**src/rtl/vmm_pkg.sv**
```systemverilog
package vmm_pkg;
    localparam int ELEN = 64;

    typedef enum logic [1:0] {
        SRC_VEC,
        SRC_SCL,
        SRC_IMM
    } src_form_t;

    typedef enum logic [1:0] {
        ST_IDLE,
        ST_BODY,
        ST_TAIL,
        ST_FINISH
    } vmm_state_t;

    localparam logic [2:0] F3_VEC = 3'b000;
    localparam logic [2:0] F3_SCL = 3'b100;
    localparam logic [2:0] F3_IMM = 3'b011;
    localparam int MOVE_BIT = 25;
endpackage

```
**src/rtl/vmm_decode.sv**
```systemverilog
module vmm_decode
    import vmm_pkg::*;
(
    input  logic [31:0] instr,
    output logic        valid,
    output src_form_t   form,
    output logic        is_move,
    output logic [4:0]  imm5
);
    logic [2:0] f3;

    assign f3      = instr[14:12];
    assign is_move = instr[MOVE_BIT];
    assign imm5    = instr[19:15];

    always_comb begin
        valid = 1'b1;
        form  = SRC_VEC;
        unique case (f3)
            F3_VEC:  form = SRC_VEC;
            F3_SCL:  form = SRC_SCL;
            F3_IMM:  form = SRC_IMM;
            default: valid = 1'b0;
        endcase
    end
endmodule

```
**src/rtl/vmm_ctrl.sv**
```systemverilog
module vmm_ctrl
    import vmm_pkg::*;
#(
    parameter int CNT_W  = 7,
    parameter int POS_W  = 9,
    parameter int MLEN_W = 7
) (
    input  logic              clk,
    input  logic              rst_n,
    input  logic              go,
    input  logic [CNT_W-1:0]  vl,
    input  logic [CNT_W-1:0]  vlmax,
    input  logic [MLEN_W-1:0] mlen,
    output logic              busy,
    output logic              done,
    output logic              wr_en,
    output logic              in_tail,
    output logic [CNT_W-1:0]  elem_idx,
    output logic [POS_W-1:0]  mask_pos
);
    vmm_state_t        state, nxt;
    logic [CNT_W-1:0]  vl_q, vlmax_q, idx_q;
    logic [MLEN_W-1:0] mlen_q;
    logic [POS_W-1:0]  pos_q;
    logic              last_body, last_tail;

    assign last_body = (idx_q == vl_q - CNT_W'(1));
    assign last_tail = (idx_q == vlmax_q - CNT_W'(1));

    always_comb begin
        nxt = state;
        unique case (state)
            ST_IDLE:   if (go) nxt = (vl == '0) ? ST_FINISH : ST_BODY;
            ST_BODY:   if (last_body) nxt = (vl_q < vlmax_q) ? ST_TAIL : ST_FINISH;
            ST_TAIL:   if (last_tail) nxt = ST_FINISH;
            ST_FINISH: nxt = ST_IDLE;
            default:   nxt = ST_IDLE;
        endcase
    end

    always_ff @(posedge clk or negedge rst_n) begin
        if (!rst_n) state <= ST_IDLE;
        else        state <= nxt;
    end

    always_ff @(posedge clk or negedge rst_n) begin
        if (!rst_n) begin
            vl_q    <= '0;
            vlmax_q <= '0;
            mlen_q  <= '0;
            idx_q   <= '0;
            pos_q   <= '0;
        end else if (state == ST_IDLE && go) begin
            vl_q    <= vl;
            vlmax_q <= vlmax;
            mlen_q  <= mlen;
            idx_q   <= '0;
            pos_q   <= '0;
        end else if (state == ST_BODY || state == ST_TAIL) begin
            idx_q <= idx_q + CNT_W'(1);
            pos_q <= pos_q + POS_W'(mlen_q);
        end
    end

    always_comb begin
        busy    = 1'b0;
        done    = 1'b0;
        wr_en   = 1'b0;
        in_tail = 1'b0;
        unique case (state)
            ST_IDLE: ;
            ST_BODY: begin
                busy  = 1'b1;
                wr_en = 1'b1;
            end
            ST_TAIL: begin
                busy    = 1'b1;
                wr_en   = 1'b1;
                in_tail = 1'b1;
            end
            ST_FINISH: begin
                busy = 1'b1;
                done = 1'b1;
            end
            default: ;
        endcase
    end

    assign elem_idx = idx_q;
    assign mask_pos = pos_q;


    done_pulse_chk: assert property (@(posedge clk) disable iff (!rst_n)
        done |=> !done);


    idx_step_chk: assert property (@(posedge clk) disable iff (!rst_n)
        (wr_en && $past(wr_en)) |-> (elem_idx == $past(elem_idx) + CNT_W'(1)));


    idx_bound_chk: assert property (@(posedge clk) disable iff (!rst_n)
        wr_en |-> (elem_idx < vlmax_q));


    cfg_hold_chk: assert property (@(posedge clk) disable iff (!rst_n)
        busy |=> ($stable(vl_q) && $stable(vlmax_q) && $stable(mlen_q)));


    idle_quiet_chk: assert property (@(posedge clk) disable iff (!rst_n)
        !busy |-> !wr_en);
endmodule

```
**src/rtl/vmm_operand.sv**
```systemverilog
module vmm_operand
    import vmm_pkg::*;
(
    input  logic            clk,
    input  logic            rst_n,
    input  logic            wr_en,
    input  logic            in_tail,
    input  logic [1:0]      sew,
    input  src_form_t       form,
    input  logic            is_move,
    input  logic [4:0]      imm5,
    input  logic [ELEN-1:0] scalar,
    input  logic [ELEN-1:0] vs1,
    input  logic [ELEN-1:0] vs2,
    input  logic            mask_bit,
    output logic [ELEN-1:0] wr_data
);
    logic [ELEN-1:0] width_msk, first_val, picked;

    assign width_msk = ~({ELEN{1'b1}} << (32'd8 << sew));

    always_comb begin
        first_val = '0;
        unique case (form)
            SRC_VEC: first_val = vs1;
            SRC_SCL: first_val = scalar;
            SRC_IMM: first_val = {{(ELEN-5){imm5[4]}}, imm5};
            default: first_val = '0;
        endcase
    end

    assign picked  = (is_move || mask_bit) ? first_val : vs2;
    assign wr_data = in_tail ? '0 : (picked & width_msk);


    width_clean_chk: assert property (@(posedge clk) disable iff (!rst_n)
        wr_en |-> ((wr_data & ~width_msk) == '0));
endmodule

```
**src/rtl/vmm_unit.sv**
```systemverilog
module vmm_unit
    import vmm_pkg::*;
#(
    parameter int GRP_BITS = 512,
    localparam int CNT_W  = $clog2(GRP_BITS / 8 + 1),
    localparam int POS_W  = $clog2(GRP_BITS),
    localparam int MLEN_W = $clog2(ELEN) + 1
) (
    input  logic              clk,
    input  logic              rst_n,
    input  logic              start,
    input  logic [31:0]       instr,
    input  logic [1:0]        sew,
    input  logic [MLEN_W-1:0] mlen,
    input  logic [CNT_W-1:0]  vl,
    input  logic [CNT_W-1:0]  vlmax,
    input  logic [ELEN-1:0]   scalar,
    output logic              busy,
    output logic              done,
    output logic [CNT_W-1:0]  rd_idx,
    input  logic [ELEN-1:0]   vs1_data,
    input  logic [ELEN-1:0]   vs2_data,
    output logic              mask_rd_en,
    output logic [POS_W-1:0]  mask_pos,
    input  logic              mask_bit,
    output logic              wr_en,
    output logic [CNT_W-1:0]  wr_idx,
    output logic [ELEN-1:0]   wr_data
);
    logic             dec_valid, dec_move, go, in_tail;
    src_form_t        dec_form, form_q;
    logic [4:0]       dec_imm, imm_q;
    logic [1:0]       sew_q;
    logic             move_q;
    logic [ELEN-1:0]  scalar_q;
    logic [CNT_W-1:0] elem_idx;

    vmm_decode u_dec (
        .instr   (instr),
        .valid   (dec_valid),
        .form    (dec_form),
        .is_move (dec_move),
        .imm5    (dec_imm)
    );

    assign go = start && !busy && dec_valid;

    always_ff @(posedge clk or negedge rst_n) begin
        if (!rst_n) begin
            sew_q    <= '0;
            form_q   <= SRC_VEC;
            move_q   <= 1'b0;
            imm_q    <= '0;
            scalar_q <= '0;
        end else if (go) begin
            sew_q    <= sew;
            form_q   <= dec_form;
            move_q   <= dec_move;
            imm_q    <= dec_imm;
            scalar_q <= scalar;
        end
    end

    vmm_ctrl #(.CNT_W(CNT_W), .POS_W(POS_W), .MLEN_W(MLEN_W)) u_ctrl (
        .clk      (clk),
        .rst_n    (rst_n),
        .go       (go),
        .vl       (vl),
        .vlmax    (vlmax),
        .mlen     (mlen),
        .busy     (busy),
        .done     (done),
        .wr_en    (wr_en),
        .in_tail  (in_tail),
        .elem_idx (elem_idx),
        .mask_pos (mask_pos)
    );

    vmm_operand u_opnd (
        .clk      (clk),
        .rst_n    (rst_n),
        .wr_en    (wr_en),
        .in_tail  (in_tail),
        .sew      (sew_q),
        .form     (form_q),
        .is_move  (move_q),
        .imm5     (imm_q),
        .scalar   (scalar_q),
        .vs1      (vs1_data),
        .vs2      (vs2_data),
        .mask_bit (mask_bit),
        .wr_data  (wr_data)
    );

    assign rd_idx     = elem_idx;
    assign wr_idx     = elem_idx;
    assign mask_rd_en = wr_en && !in_tail && !move_q;


    move_no_mask_chk: assert property (@(posedge clk) disable iff (!rst_n)
        (busy && move_q) |-> !mask_rd_en);


    tail_zero_chk: assert property (@(posedge clk) disable iff (!rst_n)
        (wr_en && in_tail) |-> (wr_data == '0));


    mask_only_body_chk: assert property (@(posedge clk) disable iff (!rst_n)
        mask_rd_en |-> (wr_en && busy));
endmodule

```
**config.mk**
```make
export PLATFORM = sky130hd
export DESIGN_NAME = vmm_unit
export DESIGN_NICKNAME = d
export VERILOG_FILES = /design/src/rtl/vmm_pkg.sv /design/src/rtl/vmm_decode.sv /design/src/rtl/vmm_ctrl.sv /design/src/rtl/vmm_operand.sv /design/src/rtl/vmm_unit.sv
export SDC_FILE = /design/constraint.sdc
export NUM_CORES = 1
export LEC_CHECK = 0
export ABC_AREA = 1
export BUFFER_PORTS_ARGS = -buffer_cell sky130_fd_sc_hd__buf_2
export CAP_MARGIN = 20
export CORE_ASPECT_RATIO = 0.6
export CORE_MARGIN = 4
export CORE_UTILIZATION = 43
export CTS_BUF_LIST = sky130_fd_sc_hd__clkbuf_8 sky130_fd_sc_hd__clkbuf_16
export CTS_CLUSTER_SIZE = 10
export DETAILED_ROUTE_END_ITERATION = 7
export PLACE_DENSITY = 0.81
export SYNTH_ARGS = -nofsm -noshare
export SYNTH_HDL_FRONTEND = slang
export SYNTH_SLANG_ARGS = --single-unit
```
**constraint.sdc**
```tcl
create_clock -name clk -period 1.9 [get_ports clk]
set_clock_uncertainty 0.15 [all_clocks]
set_input_delay 0 -clock clk [delete_from_list [all_inputs] [get_ports clk]]
set_output_delay 0 -clock clk [all_outputs]
set_load 0.02 [all_outputs]
```
==> results.toml, run 1 <==
[floorplanning]
die_h_um = 109
rows = 36
coreArea_mm2 = 0.0164
initial_core_util_pct = 44.2
dieArea_mm2 = 0.0191
io_pins = 342
die_w_um = 176

[synth]
syn_inst = 1103
syn-cell-area_mm2 = 0.00725
ys_ff_latch = 113
yosys_warnings = 0
synth_cell_types = 32
synth.avg_cell_area_um2 = 6.57
yosysSeqAreaShare_pct = 39.0
syn_nets = 1375

[worst_setup_path]
worst_ep_arrival_time_ns = 1.92
cp_top_family = "buffers and inverters"
critPathRequiredTime_ns = 1.75
slowest_delay_ns = 0.45
crit_chain = "nor2_4 > buf_4 > clkbuf_16 > nand2_1 > nand3_1 > nand2_1 > a21oi_2 > buf_6"
slowest_stage = "dfrtp_2"
crit_top_cell = "nand2_1"
cp-start-kind = "register"
path_class = "reg -> out"
crit_buf_inv = 3
cp-end-kind = "output pin"
cp_max_fo = 10

[placement]
placed_area_mm2 = 0.00923
hpwl_mm = 19.0
dp.cells = 1623
gp_congestion = 0.900
portBuffers = 318

[timing]
drv_slew = 0
post-route-min-period_ns = 2.07
max_slew_margin_pct = 75.8
rsz0062_at_grt = "true"
max_freq_ghz = 0.483
setup_tns_ns = -6.00
setup_ws_ns = -0.170
post-route-period-util_pct = 109
hold_viol_final = 0
setup_violations = 64
worst_pin_slew_ns = 0.362

[clock_tree]
h-tree-depth = 4
ctsLongestPathBuffers = 2
cts_tree = "yes"
clk_pin_slew_ns = 0.06
root_buffer = "clkbuf_16"
cts_sinks = 113
clk_latency_ns = 0.40
cts_buffers = 17

[detailed_routing]
dr.pass1.iters = 6
drc = 0
vias = 9646
wl_per_cell_um = 18.7
finalWirelength_mm = 33.4
drt_iter0_markers = 1042
antenna_left = 0
viasPerCell = 5.41

[power_and_ir_drop]
ir_worst_vdd_v = 0.000861
power_density_mw_per_mm2 = 1580
p_total_mw = 19.2
p_leak_nw = 6.46

[grt]
grt_use_met2_pct = 48.6
antenna_found_initial = 0
use_met1_pct = 39.1
grt-busiest-layer = "met2"
grt_pass1_vias = 9036
grt.total_usage_pct = 30.0
grt-ovfl-total = 0
use_met3_pct = 7.58
grt_max_degree = 62
grt_pass1_wl_mm = 45.6

[cells_and_area]
final_common_cell = "nand2_1"
num-nets-final = 1814
fin_area_mm2 = 0.0122
stdcell_count = 1782
most-common-layout-cells = "nand2_1 (568), buf_2 (253), dfrtp_1 (109)"
fill_cells = 1140
drive_gt1_share_pct = 35.9
syn_to_final_growth_pct = 67.6
diodes = 0

[status]
failed_checks = "setup timing"
status = "complete, but fails checks"

[min_path]
hp-class = "in -> reg"

[flow_run]
cap_violations = 0
==> per-layer routing <==
layer	up-vias	routed length, µm	share of wire, %
li1	4353	-	-
met2	724	14900	45
met4	0	1390	4.2
met3	124	4050	12
met5	-	0	0
met1	4445	13000	39
==> registers in the layout, indices dropped and copies added, names as in the netlist <==
register,flops
u_ctrl.vl_q,7
form_q,2
u_ctrl.elem_idx,7
u_ctrl.mlen_q,7
imm_q,5
u_ctrl.vlmax_q,7
u_ctrl.mask_pos,9
move_q,1
scalar_q,64
u_ctrl.state,2
sew_q,2
==> through the flow <==
| step | utilization, % | hold WS, ns | worst slack (ns) |
|---|---|---|---|
| detailed placement | 56.3 | -0.185 | -0.0137 |
| global route | 74.1 | 0.0666 | -0.254 |
| floorplan | - | -0.446 | 0.0122 |
| CTS | 69.5 | 0.00475 | -0.0991 |
| finish | 74.1 | 0.0490 | -0.170 |
| global placement | 56.3 | -0.188 | 0.0327 |
==> cell usage after synthesis <==
master,n,share of area [%]
inv_4,1,0.086
nor2_4,4,0.62
nor2_1,28,1.4
inv_2,2,0.10
nand2_2,1,0.086
nor4_1,1,0.086
nor2_2,2,0.17
ha_1,20,3.5
xnor2_1,4,0.48
buf_1,7,0.36
clkbuf_1,12,0.62
clkbuf_2,1,0.069
nor3_1,4,0.28
inv_1,42,2.2
o21ai_0,25,1.7
and2_1,1,0.086
xor2_1,6,0.72
o211ai_1,1,0.10
nand4_1,5,0.43
a21boi_0,1,0.10
nor4_2,1,0.17
a22o_1,3,0.36
o21bai_1,3,0.31
buf_4,22,2.3
dfrtp_1,113,39
o21ai_1,1,0.069
a21oi_1,81,5.6
nand3_1,87,6.0
fa_1,1,0.28
buf_2,23,1.6
nand2_1,599,31
a22oi_1,1,0.10
==> final timing paths <==
check | cells after the start | slack, ns | startpoint | to
max | 8 | -0.17 | form_q[1] | wr_data[14]
min | 7 | 0.05 | instr[12] | u_ctrl.mlen_q[1]
max reg2reg | 9 | 0.02 | u_ctrl.mask_pos[0] | u_ctrl.mask_pos[6]
min reg2reg | 2 | 0.33 | scalar_q[24] | scalar_q[24]
max in group asynchronous | 3 | 1.17 | rst_n | u_ctrl.mask_pos[4]
min in group asynchronous | 3 | 0.06 | rst_n | u_ctrl.vlmax_q[2]
==> report_power, final <==
group	internal (mW)	total, mW	switching (mW)
logic	4.67	11.4	6.77
clock network	2.11	3.26	1.14
registers	3.53	4.49	0.956
total	10.3	19.2	8.87
==> tightest hold or removal path, delay by kind of cell <==
kind	cells	cell delay, ns
AOI/OAI and AO/OA	1	0.10
buffers and inverters	2	0.19
and+or+nand+nor	4	0.27
==> what timing repair did <==
| action | 4_1_cts | 5_1_grt |
|---|---|---|
| setup buffers | 9 | 4 |
| resized for setup | 123 | 125 |
| pin swaps | 7 | 29 |
| hold endpoints to repair | 209 | 0 |
| endpoints found under the setup margin | 67 | 128 |
| cloned | 4 | 12 |
| hold buffers | 99 | 0 |
==> cells by family (layout without fill, tap and decap cells) <==
logic type,count (synthesis),in the layout,share of synthesized area (%)
and+or+nand+nor,733,733,40.4
AOI/OAI and AO/OA,116,116,8.37
DFF,113,113,39.0
buffers and inverters,110,561,7.28
adders and majority gates,21,21,3.73
xor gates and xnor gates,10,10,1.21
==> layout make-up <==
type	instances	area, µm²	area share, %
clock inverter	12	144	1.18
clock buffer	19	453	3.73
inverter	45	178	1.46
timing repair buffer	485	3840	31.6
multi-input combinational	880	4420	36.3
tap	228	285	2.35
sequential	113	2830	23.3
No activity file was read; power rests on OpenSTA's default activity.
==> inputs of run 2 (changes only) <==
--- a/config.mk
+++ b/config.mk
@@ -15,6 +15,7 @@
 export CTS_CLUSTER_SIZE = 10
 export DETAILED_ROUTE_END_ITERATION = 7
 export PLACE_DENSITY = 0.81
+export SETUP_SLACK_MARGIN = 0.4
 export SYNTH_ARGS = -nofsm -noshare
 export SYNTH_HDL_FRONTEND = slang
 export SYNTH_SLANG_ARGS = --single-unit
==> results.toml, run 2 (same netlist as run 1, synthesis figures left out) <==
[timing]
drv_slew = 0
fin_hold_ws_ns = 0.0877
hold_viol_final = 0
max_freq_ghz = 0.464
worst_pin_slew_ns = 0.673
max_slew_margin_pct = 55.1
rsz0062_at_grt = "true"
post-route-period-util_pct = 113
setup_violations = 69
setup_ws_ns = -0.253
post-route-min-period_ns = 2.15

[placement]
hpwl_mm = 19.2
dp.cells = 1609
placed_area_mm2 = 0.00963
gp_congestion = 0.911
portBuffers = 318
place_ws_ns = 0.0192

[worst_setup_path]
worst_ep_arrival_time_ns = 2.00
slowest_delay_ns = 0.45
crit_chain = "buf_6 > nor2_4 > nand2_4 > clkbuf_16 > nand3_1 > nand2_1 > a21oi_4 > buf_6"
slowest_stage = "dfrtp_2"
cp-end-kind = "output pin"
r2r_slack_ns = -0.13
worst_r2r_path_depth = 9
critPathLaunch = "form_q[0]"
critPathRequiredTime_ns = 1.75
endpoint = "wr_data[9]"
crit_top_cell = "buf_6"
r2r_end = "u_ctrl.mask_pos[6]"
path_class = "reg -> out"
cp-start-kind = "register"
r2r_start = "u_ctrl.mlen_q[0]"
cp_max_fo = 15

[detailed_routing]
finalWirelength_mm = 43.7
antenna_left = 0
viasPerCell = 6.05
drc = 12
vias = 11062
drt_iter0_markers = 1428
wl_per_cell_um = 23.9
dr.pass1.iters = 8

[floorplanning]
initial_core_util_pct = 44.2
coreArea_mm2 = 0.0164
io_pins = 342
dieArea_mm2 = 0.0191
die_w_um = 176
rows = 36
die_h_um = 109

[grt]
grt_pass1_wl_mm = 46.3
grt.total_usage_pct = 30.6
grt-ovfl-total = 0
grt_pass1_vias = 8950
grt_max_degree = 114
antenna_found_initial = 3

[clock_tree]
h-tree-depth = 4
cts_tree = "yes"
ctsLongestPathBuffers = 2
root_buffer = "clkbuf_16"
cts_sinks = 113
clk_pin_slew_ns = 0.06
clk_latency_ns = 0.41
cts_buffers = 17

[cells_and_area]
fin_area_mm2 = 0.0143
stdcell_count = 1828
most-common-layout-cells = "nand2_1 (403), buf_2 (251), nand2_2 (121)"
top_register = "scalar_q"
num-nets-final = 1855
drive_gt1_share_pct = 50.7
final_common_cell = "nand2_1"
syn_to_final_growth_pct = 97.6
largest_register_ffs = 64

[power_and_ir_drop]
power_density_mw_per_mm2 = 1630
p_leak_nw = 7.35
ir_worst_vdd_v = 0.00117

[status]
status = "complete, but fails checks"
failed_checks = "DRC, setup timing"

[flow_run]
cap_violations = 0

[min_path]
hp-class = "in -> async"
## run 2: worst min-delay path by stage
stage / startpoint / to / slack (ns) / cells after the start
5_1_grt: rst_n / u_ctrl.vlmax_q[2] / 0.14 / 3
3_3_place_gp: rst_n / u_ctrl.vlmax_q[3] / -0.01 / 2
4_1_cts: instr[13] / u_ctrl.mlen_q[1] / 0.03 / 7
6_report: rst_n / scalar_q[58] / 0.09 / 3
2_1_floorplan: rst_n / form_q[0] / -0.45 / 0
3_5_place_dp: rst_n / scalar_q[58] / -0.008 / 2
## run 2: area by class of cell
class                   instances  area [µm²]
multi-input cells             880        5560
repair buffers                525        4730
flip-flops and latches        113        2840
fillers                       736        2070
clock buffers                  23         508
well taps                     228         285
inverters                      45         210
clock inverters                 9         175
repair inverters                1        20.0
diodes                          4        10.0
## run 2: power by group
part,switching (mW),internal [mW],total [mW]
clock network,1.21,2.54,3.75
logic,8.49,6.24,14.7
registers,1.36,3.53,4.89
total,11.1,12.3,23.4
## run 2: per-stage QoR
| stage | setup TNS (ns) | total power [mW] | utilization (%) |
|---|---|---|---|
| floorplan | 0 | 11.0 | - |
| global placement | 0 | 13.5 | 58.7 |
| detailed placement | 0 | 13.7 | 58.7 |
| CTS | -6.94 | 18.6 | 72.2 |
| global route | -15.07 | 24.2 | 87.4 |
| finish | -11.23 | 23.4 | 87.4 |
## run 2: timing repair
action                                 CTS  global route
hold buffers                            97             0
pin swaps                               36           115
resized for setup                      131           410
buffers inserted                         7            36
cloned                                   4            39
setup endpoints to repair              180           180
endpoints found under the hold margin  209             0
## run 2: routing by layer
| metal | track usage (%) | vias to the layer above | wire length, µm | share of wire [%] |
|---|---|---|---|---|
| met5 | 0 | - | 0 | 0 |
| met1 | 39.2 | 5126 | 15100 | 35 |
| met2 | 50.1 | 1121 | 18900 | 43 |
| met3 | 7.48 | 349 | 6200 | 14 |
| li1 | - | 4466 | - | - |
| met4 | 12.7 | 0 | 3480 | 8.0 |
## run 2: worst max-delay path, delay by kind of cell, from the launching register on
| family | cells | cell delay (ns) |
|---|---|---|
| AO/OA/AOI/OAI | 1 | 0.17 |
| buffers and inverters | 3 | 0.51 |
| flip-flops | 1 | 0.45 |
| AND/OR/NAND/NOR | 4 | 0.47 |
